### config.mk
export PLATFORM = sky130hd
export DESIGN_NAME = bdp_packer
export DESIGN_NICKNAME = d
export VERILOG_FILES = /design/src/rtl/bdp_pkg.sv /design/src/rtl/bdp_accum.sv /design/src/rtl/bdp_format.sv /design/src/rtl/bdp_serial.sv /design/src/rtl/bdp_packer.sv
export SDC_FILE = /design/constraint.sdc
export NUM_CORES = 1
export LEC_CHECK = 0
export ABC_CLOCK_PERIOD_IN_PS = 12650
export BUFFER_PORTS_ARGS = -buffer_cell sky130_fd_sc_hd__buf_4
export CAP_MARGIN = 30
export CORE_ASPECT_RATIO = 1.25
export CORE_MARGIN = 2
export CORE_UTILIZATION = 51
export CTS_BUF_LIST = sky130_fd_sc_hd__clkbuf_8
export DETAILED_ROUTE_END_ITERATION = 8
export PLACE_DENSITY = 0.74
export SETUP_SLACK_MARGIN = 0.4
export SLEW_MARGIN = 15
export SYNTH_ARGS = -nofsm -noshare
export SYNTH_HDL_FRONTEND = slang
export SYNTH_SLANG_ARGS = --single-unit
### constraint.sdc
create_clock -name clk -period 12.65 [get_ports clk]
set_clock_uncertainty 0.2 [all_clocks]
set_input_delay 0.6325 -clock clk [delete_from_list [all_inputs] [get_ports clk]]
set_output_delay 0.6325 -clock clk [all_outputs]
set_load 0.1 [all_outputs]
### src/rtl/bdp_pkg.sv
package bdp_pkg;
  parameter int unsigned SHORT_CAP  = 6;
  parameter int unsigned LONG_CAP   = 47;
  parameter int unsigned BYTE_W     = 8;
  parameter int unsigned LONG_BYTES = 8;
  parameter int unsigned CNT_W      = $clog2(LONG_CAP + 1);
  parameter int unsigned PKT_W      = BYTE_W * LONG_BYTES;
  parameter int unsigned LEN_W      = $clog2(LONG_BYTES + 1);
  parameter logic [BYTE_W-1:0] LONG_HDR_B0 = 8'h02;
  parameter logic [BYTE_W-1:0] LONG_HDR_B1 = 8'hA3;

  typedef struct packed {
    logic [PKT_W-1:0] image;
    logic [LEN_W-1:0] nbytes;
  } pkt_t;
endpackage

### src/rtl/bdp_accum.sv
module bdp_accum import bdp_pkg::*; (
  input  logic                clk,
  input  logic                rst_n,
  input  logic                long_mode,
  input  logic                in_valid,
  input  logic                in_bit,
  input  logic                flush_req,
  input  logic                seal_ok,
  output logic                in_ready,
  output logic                seal,
  output logic [LONG_CAP-1:0] seal_bits,
  output logic [CNT_W-1:0]    seal_cnt,
  output logic                seal_long,
  output logic                empty
);
  logic [LONG_CAP-1:0] bits_q, bits_d, bits_sum;
  logic [CNT_W-1:0]    cnt_q, cnt_d, cnt_sum, cap;
  logic                mode_q, mode_d, eff_long, accept, upd_en;

  // next-state logic
  always_comb begin
    eff_long = (cnt_q == '0) ? long_mode : mode_q;
    cap      = eff_long ? CNT_W'(LONG_CAP) : CNT_W'(SHORT_CAP);
    in_ready = (cnt_q < cap);
    accept   = in_valid && in_ready;
    bits_sum = bits_q;
    if (accept) begin
      bits_sum[cnt_q] = in_bit;
    end
    cnt_sum  = cnt_q + CNT_W'(accept);
    seal     = seal_ok && (cnt_sum != '0) && ((cnt_sum == cap) || flush_req);
    cnt_d    = seal ? '0 : cnt_sum;
    bits_d   = seal ? '0 : bits_sum;
    mode_d   = eff_long;
    upd_en   = accept || seal;
  end

  assign seal_bits = bits_sum;
  assign seal_cnt  = cnt_sum;
  assign seal_long = eff_long;
  assign empty     = (cnt_q == '0);

  // registers
  always_ff @(posedge clk or negedge rst_n) begin
    if (!rst_n) begin
      bits_q <= '0;
      cnt_q  <= '0;
      mode_q <= 1'b0;
    end else begin
      if (upd_en) begin
        bits_q <= bits_d;
        cnt_q  <= cnt_d;
      end
      mode_q <= mode_d;
    end
  end
endmodule

### src/rtl/bdp_format.sv
module bdp_format import bdp_pkg::*; (
  input  logic [LONG_CAP-1:0] bits,
  input  logic [CNT_W-1:0]    cnt,
  input  logic                is_long,
  output pkt_t                pkt
);
  // decisions plus one stop bit
  logic [LONG_CAP:0] body;

  always_comb begin
    body = '0;
    for (int i = 0; i < int'(LONG_CAP); i++) begin
      body[i] = (i < int'(cnt)) ? bits[i] : 1'b0;
    end
    body[cnt] = 1'b1;
    pkt.image = '0;
    if (is_long) begin
      pkt.image  = {body, LONG_HDR_B1, LONG_HDR_B0};
      pkt.nbytes = LEN_W'(LONG_BYTES);
    end else begin
      pkt.image[BYTE_W-1:0] = {body[SHORT_CAP:0], 1'b0};
      pkt.nbytes = LEN_W'(1);
    end
  end
endmodule

### src/rtl/bdp_serial.sv
module bdp_serial import bdp_pkg::*; (
  input  logic              clk,
  input  logic              rst_n,
  input  logic              load,
  input  pkt_t              load_pkt,
  input  logic              out_ready,
  output logic              out_valid,
  output logic [BYTE_W-1:0] out_data,
  output logic              out_last,
  output logic              busy
);
  logic [PKT_W-1:0] sh_q, sh_d;
  logic [LEN_W-1:0] left_q, left_d;
  logic             en;

  assign busy      = (left_q != '0);
  assign out_valid = busy;
  assign out_data  = sh_q[BYTE_W-1:0];
  assign out_last  = (left_q == LEN_W'(1));

  // next-state logic
  always_comb begin
    sh_d   = sh_q;
    left_d = left_q;
    en     = 1'b0;
    if (load) begin
      sh_d   = load_pkt.image;
      left_d = load_pkt.nbytes;
      en     = 1'b1;
    end else if (busy && out_ready) begin
      sh_d   = sh_q >> BYTE_W;
      left_d = left_q - LEN_W'(1);
      en     = 1'b1;
    end
  end

  // registers
  always_ff @(posedge clk or negedge rst_n) begin
    if (!rst_n) begin
      sh_q   <= '0;
      left_q <= '0;
    end else if (en) begin
      sh_q   <= sh_d;
      left_q <= left_d;
    end
  end
endmodule

### src/rtl/bdp_packer.sv
module bdp_packer import bdp_pkg::*; (
  input  logic              clk,
  input  logic              rst_n,
  input  logic              long_mode,
  input  logic              dec_valid,
  input  logic              dec_is_ret,
  input  logic              dec_taken,
  output logic              dec_ready,
  input  logic              flush_req,
  output logic              drained,
  output logic              pkt_valid,
  input  logic              pkt_ready,
  output logic [BYTE_W-1:0] pkt_data,
  output logic              pkt_last
);
  logic                dec_bit, seal, seal_long, acc_empty, ser_busy;
  logic [LONG_CAP-1:0] seal_bits;
  logic [CNT_W-1:0]    seal_cnt;
  pkt_t                built;

  // an unmodified return always counts as taken
  assign dec_bit = dec_is_ret | dec_taken;

  bdp_accum u_accum (
    .clk       (clk),
    .rst_n     (rst_n),
    .long_mode (long_mode),
    .in_valid  (dec_valid),
    .in_bit    (dec_bit),
    .flush_req (flush_req),
    .seal_ok   (!ser_busy),
    .in_ready  (dec_ready),
    .seal      (seal),
    .seal_bits (seal_bits),
    .seal_cnt  (seal_cnt),
    .seal_long (seal_long),
    .empty     (acc_empty)
  );

  bdp_format u_format (
    .bits    (seal_bits),
    .cnt     (seal_cnt),
    .is_long (seal_long),
    .pkt     (built)
  );

  bdp_serial u_serial (
    .clk       (clk),
    .rst_n     (rst_n),
    .load      (seal),
    .load_pkt  (built),
    .out_ready (pkt_ready),
    .out_valid (pkt_valid),
    .out_data  (pkt_data),
    .out_last  (pkt_last),
    .busy      (ser_busy)
  );

  assign drained = acc_empty && !ser_busy;
endmodule

Word-level counts from Yosys, hierarchy flattened
Index checks and enable logic that the tools add are counted.
{"block": "word_totals", "ff_bits": 122, "output_inout_bits": 12, "wordCells": 143}
{"block": "classes", "addsub": 2, "order_cmp": 52, "n_eq_ne": 2, "muxes": 65, "n_bitwise": 2, "reduce_logical": 15}
{"cell": "$mux W64", "n": 2}
{"cell": "$lt A5 B6 Y1 const A", "n": 16}
{"cell": "$mux W47", "n": 2}
{"cell": "$lt A6 B6 Y1 const A", "n": 15}
{"cell": "$mux W56", "n": 1}
{"cell": "$mux W1", "n": 52}
{"cell": "$lt A4 B6 Y1 const A", "n": 8}
{"cell": "$or A47 B48 Y48", "n": 1}
{"cell": "$bwmux W47", "n": 1}
{"cell": "$lt A3 B6 Y1 const A", "n": 4}
{"cell": "$lt A6 B7 Y1 const B", "n": 2}
{"cell": "$demux W1 S6", "n": 2}
{"cell": "$ge A6 B1 Y1 const B", "n": 2}
{"cell": "$lt A1 B6 Y1 const A", "n": 2}
{"cell": "$lt A2 B6 Y1 const A", "n": 2}
{"cell": "$mux W12", "n": 1}
{"cell": "$mux W6", "n": 2}
{"cell": "$mux W4", "n": 2}
{"cell": "$logic_and A1 B1 Y1", "n": 7}
{"cell": "$add A6 B1 Y6", "n": 1}
{"cell": "$eq A6 B6 Y1", "n": 1}
{"cell": "$logic_not A6 Y1", "n": 1}
{"cell": "$lt A6 B6 Y1", "n": 1}
{"cell": "$reduce_bool A6 Y1", "n": 1}
{"cell": "8 further kinds", "n": 9}

Depth between registers and ports, before layout
{"block": "logic_depth", "depth_word": 13, "depth_mapped": 17, "mapped_depth_nobuf": 12}

Hierarchy
Synthesis repeated with hierarchy kept, for this count alone.
{"block": "unflattened", "cells_unflattened": 879, "area_unflattened_um2": 7998.9}
{"module": "bdp_serial", "n_inst": 1, "cells_per_inst": 337, "area_per_inst_um2": 3334.4, "seq_area_each_um2": 1701.6}
{"module": "bdp_accum", "n_inst": 1, "cells_per_inst": 319, "area_per_inst_um2": 3330.7, "seq_area_each_um2": 1351.3}
{"module": "bdp_format", "n_inst": 1, "cells_per_inst": 220, "area_per_inst_um2": 1317.5, "seq_area_each_um2": 0.0}
{"module": "bdp_packer", "n_inst": 1, "cells_per_inst": 3, "area_per_inst_um2": 16.3, "seq_area_each_um2": 0.0}

Worst setup path before layout
OpenSTA, ideal clock, no wires.
{"block": "synth_path", "path_kind": "register to register", "startpoint": "register u_accum.cnt_q[2]", "endpoint": "register u_serial.sh_q[47]", "setup_time_ps": 73, "arrival_ps": 4067, "setup_slack_ps": 8310, "path_stages_with_launch": 16, "n_path_buf": 3, "synth_period_minus_slack_ps": 4340, "path_cell_list": "dfrtp_1 > buf_2 > clkbuf_1 > and3_1 > a21o_1 > a21boi_1 > ha_1 > ha_1 > xor2_1 > clkbuf_1 > and2_1 > a21oi_1 > a221o_1 > a21o_1 > or4_4 > a2bb2oi_2"}
{"block": "synth_via", "elab_chain_cells": 13, "elab_cells_between_ends": 31}
{"element": "from (decl)", "line": "bdp_accum.sv:17", "text": "logic [CNT_W-1:0] cnt_q, cnt_d, cnt_sum, cap;"}
{"element": "from (signal assigned)", "line": "bdp_accum.sv:52", "text": "cnt_q <= cnt_d;"}
{"element": "$logic_not A6 Y1", "line": "bdp_accum.sv:22", "text": "eff_long = (cnt_q == '0) ? long_mode : mode_q;"}
{"element": "$mux W1", "line": "bdp_accum.sv:22"}
{"element": "$mux W6", "line": "bdp_accum.sv:23", "text": "cap = eff_long ? CNT_W'(LONG_CAP) : CNT_W'(SHORT_CAP);"}
{"element": "$lt A6 B6 Y1", "line": "bdp_accum.sv:24", "text": "in_ready = (cnt_q < cap);"}
{"element": "$logic_and A1 B1 Y1", "line": "bdp_accum.sv:25", "text": "accept = in_valid && in_ready;"}
{"element": "$add A6 B1 Y6", "line": "bdp_accum.sv:30", "text": "cnt_sum = cnt_q + CNT_W'(accept);"}
{"element": "$lt A6 B7 Y1 (implied by the code) or $ge A6 B1 Y1 (tied branches)", "line": "bdp_format.sv:15", "text": "body[cnt] = 1'b1;"}
{"element": "$logic_and A1 B1 Y1 (implied by the code)", "line": "bdp_format.sv:15"}
{"element": "$mux W1 (implied by the code)", "line": "bdp_format.sv:15"}
{"element": "$demux W1 S6"}
{"element": "$or A47 B48 Y48 (no source line)"}
{"element": "$mux W56", "line": "bdp_format.sv:17", "text": "if (is_long) begin"}
{"element": "$mux W64", "line": "bdp_serial.sv:26", "text": "if (load) begin"}
{"element": "to (signal assigned)", "line": "bdp_serial.sv:40", "text": "sh_q <= '0;"}
{"element": "to (signal assigned)", "line": "bdp_serial.sv:43", "text": "sh_q <= sh_d;"}
{"element": "to (decl)", "line": "bdp_serial.sv:12", "text": "logic [PKT_W-1:0] sh_q, sh_d;"}
Several ways; a longest one is shown, not always the timed one.
A chain may end at the register's enable or synchronous reset.

Worst setup path after layout
{"block": "layout_path", "startpoint": "register u_accum.cnt_q[2]", "endpoint": "register u_serial.sh_q[6]"}
{"block": "layout_via", "elab_chain_cells": 13, "elab_cells_between_ends": 31}
{"element": "$logic_not A6 Y1", "line": "bdp_accum.sv:22"}
{"element": "$mux W1", "line": "bdp_accum.sv:22"}
{"element": "$mux W6", "line": "bdp_accum.sv:23"}
{"element": "$lt A6 B6 Y1", "line": "bdp_accum.sv:24"}
{"element": "$logic_and A1 B1 Y1", "line": "bdp_accum.sv:25"}
{"element": "$add A6 B1 Y6", "line": "bdp_accum.sv:30"}
{"element": "$lt A6 B7 Y1 (implied by the code) or $ge A6 B1 Y1 (tied branches)", "line": "bdp_format.sv:15"}
{"element": "$logic_and A1 B1 Y1 (implied by the code)", "line": "bdp_format.sv:15"}
{"element": "$mux W1 (implied by the code)", "line": "bdp_format.sv:15"}
{"element": "$demux W1 S6"}
{"element": "$or A47 B48 Y48 (no source line)"}
{"element": "$mux W12", "line": "bdp_format.sv:17"}
{"element": "$mux W64", "line": "bdp_serial.sv:26"}
Several ways; a longest one is shown, not always the timed one.

==> flow_summary.yaml <==
status:
  outcome: "finished with violations"
  failed_checks: "hold timing"
cells_and_area:
  antennaDiodeCount: 0
  multi_input_area_um2: 3487
  fin_area_um2: 7417
  fillCellCount: 1236
  drive_gt1_share_pct: 10.25
  ff_latch_area_um2: 3053
  fin_nets: 773
  syn2layout_area_growth_pct: 7.801
  utilization_pct: 56.06
  instances_no_fill: 942
pwr:
  p_switching_mw: 0.9081
  power.internal_mw: 0.9682
  power_density_nw_per_um2: 253.0
  ir_worst_vdd_mv: 0.1890
  power_frac_clock_pct: 18.5
  swShare_pct: 48.40
  p_leak_nw: 3.398
  p_seq_share_pct: 33.2
  power.total_mw: 1.876
  combPwrFrac_pct: 48.3
clock_tree:
  cts_tree: "built"
  post_cts_buffers: 0
  cts-root-buf: "clkbuf_8"
  cts-buffers-inserted: 17
  cts_buffer_depth: 2
  cts_hold_buf: 0
  htreeDepth: 4
  insertion_delay_ps: 450
  cts_resized: 0
  cts.clk_slew.worst_paths_ps: 80
  clkSinkCount: 122
synth:
  synth_edf_count: 0
  yosysWarnings: 0
  syn_inst: 783
  synth_top_family_by_area: "simple AND/OR/NAND/NOR gates"
  synth_compound_area_share_pct: 17.53
  synth_xor_area_share_pct: 1.528
  ys_seq_elements: 122
  yosys.cell_types.count: 65
  synthMuxAreaShare_pct: 10.42
  synth_ff_type: "dfrtp_1"
  ys_seq_area_share_pct: 44.37
  synthAdderAreaFrac_pct: 0.9093
  syn-num-nets: 796
  async_reset_ff_share_pct: 100.0
  synth_simple_gate_area_share_pct: 20.15
  synth_area_um2: 6880
  synth_area_per_cell_um2: 8.787
global_routing:
  grt_pass1_vias: 5882
  gr-usage-all-layers_pct: 30.65
  grt_pass1_wl_mm: 33.67
  busiest_layer: "met2"
  grt_use_met2_pct: 47.00
  use_met1_pct: 42.81
  grt_max_degree: 79
  antenna_found_initial: 0
  grt_use_met3_pct: 5.102
  gr-total-overflow: 0
setup_path:
  worstPathArrival_ps: 6120
  start_kind: "register"
  r2r_setup_slack_ps: 6690
  r2r_end: "u_serial.sh_q[6]"
  crit_required_ps: 12810
  worstPathMaxFanout: 57
  cp-end-kind: "register"
  crit-reg2reg-launch: "u_accum.cnt_q[2]"
  crit_type: "reg2reg"
  ff2ff_path_depth: 13
place:
  io_buffers: 19
  place_ws_ps: 6824
  place_area_um2: 6992
  gp_congestion: 0.9600
  dp_cells: 910
  dpl.hpwl_mm: 14.16
drt:
  vias_per_cell: 6.483
  vias: 6107
  drtAntennaViolNets: 0
  totalWireLength_mm: 21.21
  drt_drc_violations_left: 0
  dr.pass1.iters: 7
  drt-wirelength-per-cell_um: 22.51
  drt_iter0_drc: 837
timing:
  finalSetupTns_ps: 0
  max_freq_mhz: 167.7
  fin_crit_sh_pct: 47.13
  rsz0062_at_grt: "false"
  final_max_slew_viol_count: 0
  worst_pin_slew_ps: 1213
  max-slew-margin-rel_pct: 19.14
  min_period_ps: 5961
  hold_viol_final: 3
  finalSetupViolCount: 0
  fin_ws_ps: 6689
  whs_ps: -25.24
hold_path:
  hold_path_class: "in2async"
die:
  io_pins: 20
  fp-row-count: 47
  dieHeight_um: 133.9
  die_x_um: 107.9
  core_area_um2: 13230
  fp.dieArea_um2: 14440
  start_util_pct: 52.00
flow_run:
  cap_violations: 0
[registers in the layout, summed over array words and instances, names as in the netlist]
register / cells
u_accum.mode_q: 1
u_accum.bits_q: 47
u_serial.sh_q: 64
u_accum.cnt_q: 6
u_serial.left_q: 4
[worst max-delay path: stages (launching register included)]
cell and delay (ps):
dfrtp_1 680, and3_1 350, a21o_1 230, a21boi_1 530, ha_1 450, ha_1 550
xor2_1 710, nand2_1 210, a2111o_1 380, a221o_1 400, a21oi_4 150, buf_4 510
o21ai_0 270, o22ai_1 230
[layout by cell type, fill, tap and decap left out, types with 4 or more instances in the layout]
cell type	netlist	routed
nor2b_1	5	5
xor2_1	4	4
mux2_2	5	5
dfrtp_1	122	122
or3_1	4	4
nand2b_1	4	4
a2bb2oi_1	12	12
nor2_1	97	97
clkbuf_8	0	20
and3_1	7	7
and2_1	8	8
o22ai_1	30	30
nor3b_1	5	5
a22o_1	6	6
a21oi_1	43	43
a21o_1	4	4
a31oi_1	23	23
nand2_1	115	114
nand4_1	6	6
xnor2_1	8	8
buf_4	9	28
inv_1	6	8
mux2i_1	66	66
nor3_1	15	15
nand3_1	25	25
clkinv_2	0	4
o21ai_0	31	31
ha_1	5	5
[layer usage]
| metal | wire [um] | vias up |
|---|---|---|
| met1 | 8777 | 2961 |
| met3 | 1552 | 83 |
| li1 | - | 2721 |
| met4 | 983 | 0 |
| met2 | 9895 | 342 |
| met5 | 0 | - |
[power by group through the flow]
stage          logic (mW)  clock network, mW  registers [mW]
2_1_floorplan       0.695                  0           0.567
3_3_place_gp        0.872                  0           0.620
3_5_place_dp        0.880                  0           0.624
4_1_cts             0.886              0.348           0.619
5_1_grt             0.968              0.364           0.636
6_report            0.907              0.347           0.622
[worst max-delay path by stage]
stage	to	cells past startpoint	startpoint
finish	u_serial.sh_q[6]	13	u_accum.cnt_q[2]
global placement	u_serial.sh_q[47]	13	u_accum.cnt_q[2]
global route	u_serial.sh_q[21]	13	u_accum.cnt_q[2]
CTS	u_serial.sh_q[6]	13	u_accum.cnt_q[2]
detailed placement	u_serial.sh_q[47]	13	u_accum.cnt_q[2]
floorplan	u_serial.sh_q[47]	15	u_accum.cnt_q[2]
[final cells by class]
cell class	instances	share of cell area, %
multi-input combinational	582	47.01
sequential	122	41.16
clock buffer	20	3.711
timing repair buffer	31	3.543
tap	171	2.885
clock inverter	10	1.383
inverter	6	0.3036
[synthesized netlist by cell type (9+ instances only)]
| cell type | instances | share of area, % |
|---|---|---|
| o21ai_0 | 31 | 2.3 |
| a2bb2oi_1 | 12 | 1.5 |
| mux2i_1 | 66 | 9.6 |
| nand3_1 | 25 | 1.8 |
| buf_2 | 10 | 0.73 |
| o22ai_1 | 30 | 2.7 |
| a21oi_1 | 43 | 3.1 |
| nand2_1 | 115 | 6.3 |
| buf_4 | 9 | 0.98 |
| dfrtp_1 | 122 | 44 |
| a31oi_1 | 23 | 2.1 |
| nor2_1 | 97 | 5.3 |
| clkbuf_1 | 48 | 2.6 |
| nor3_1 | 15 | 1.1 |
[logic make-up (layout without fill, tap and decap cells)]
kind of cell               after synthesis  in the layout
muxes                                   71             71
AOI/OAI and AO/OA                      185            185
DFF                                    122            122
buffers and inverters                   79             67
adders and majority gates                5              5
and+or+nand+nor                        309            309
xor gates and xnor gates                12             12
(Power assumes the default switching activity.)
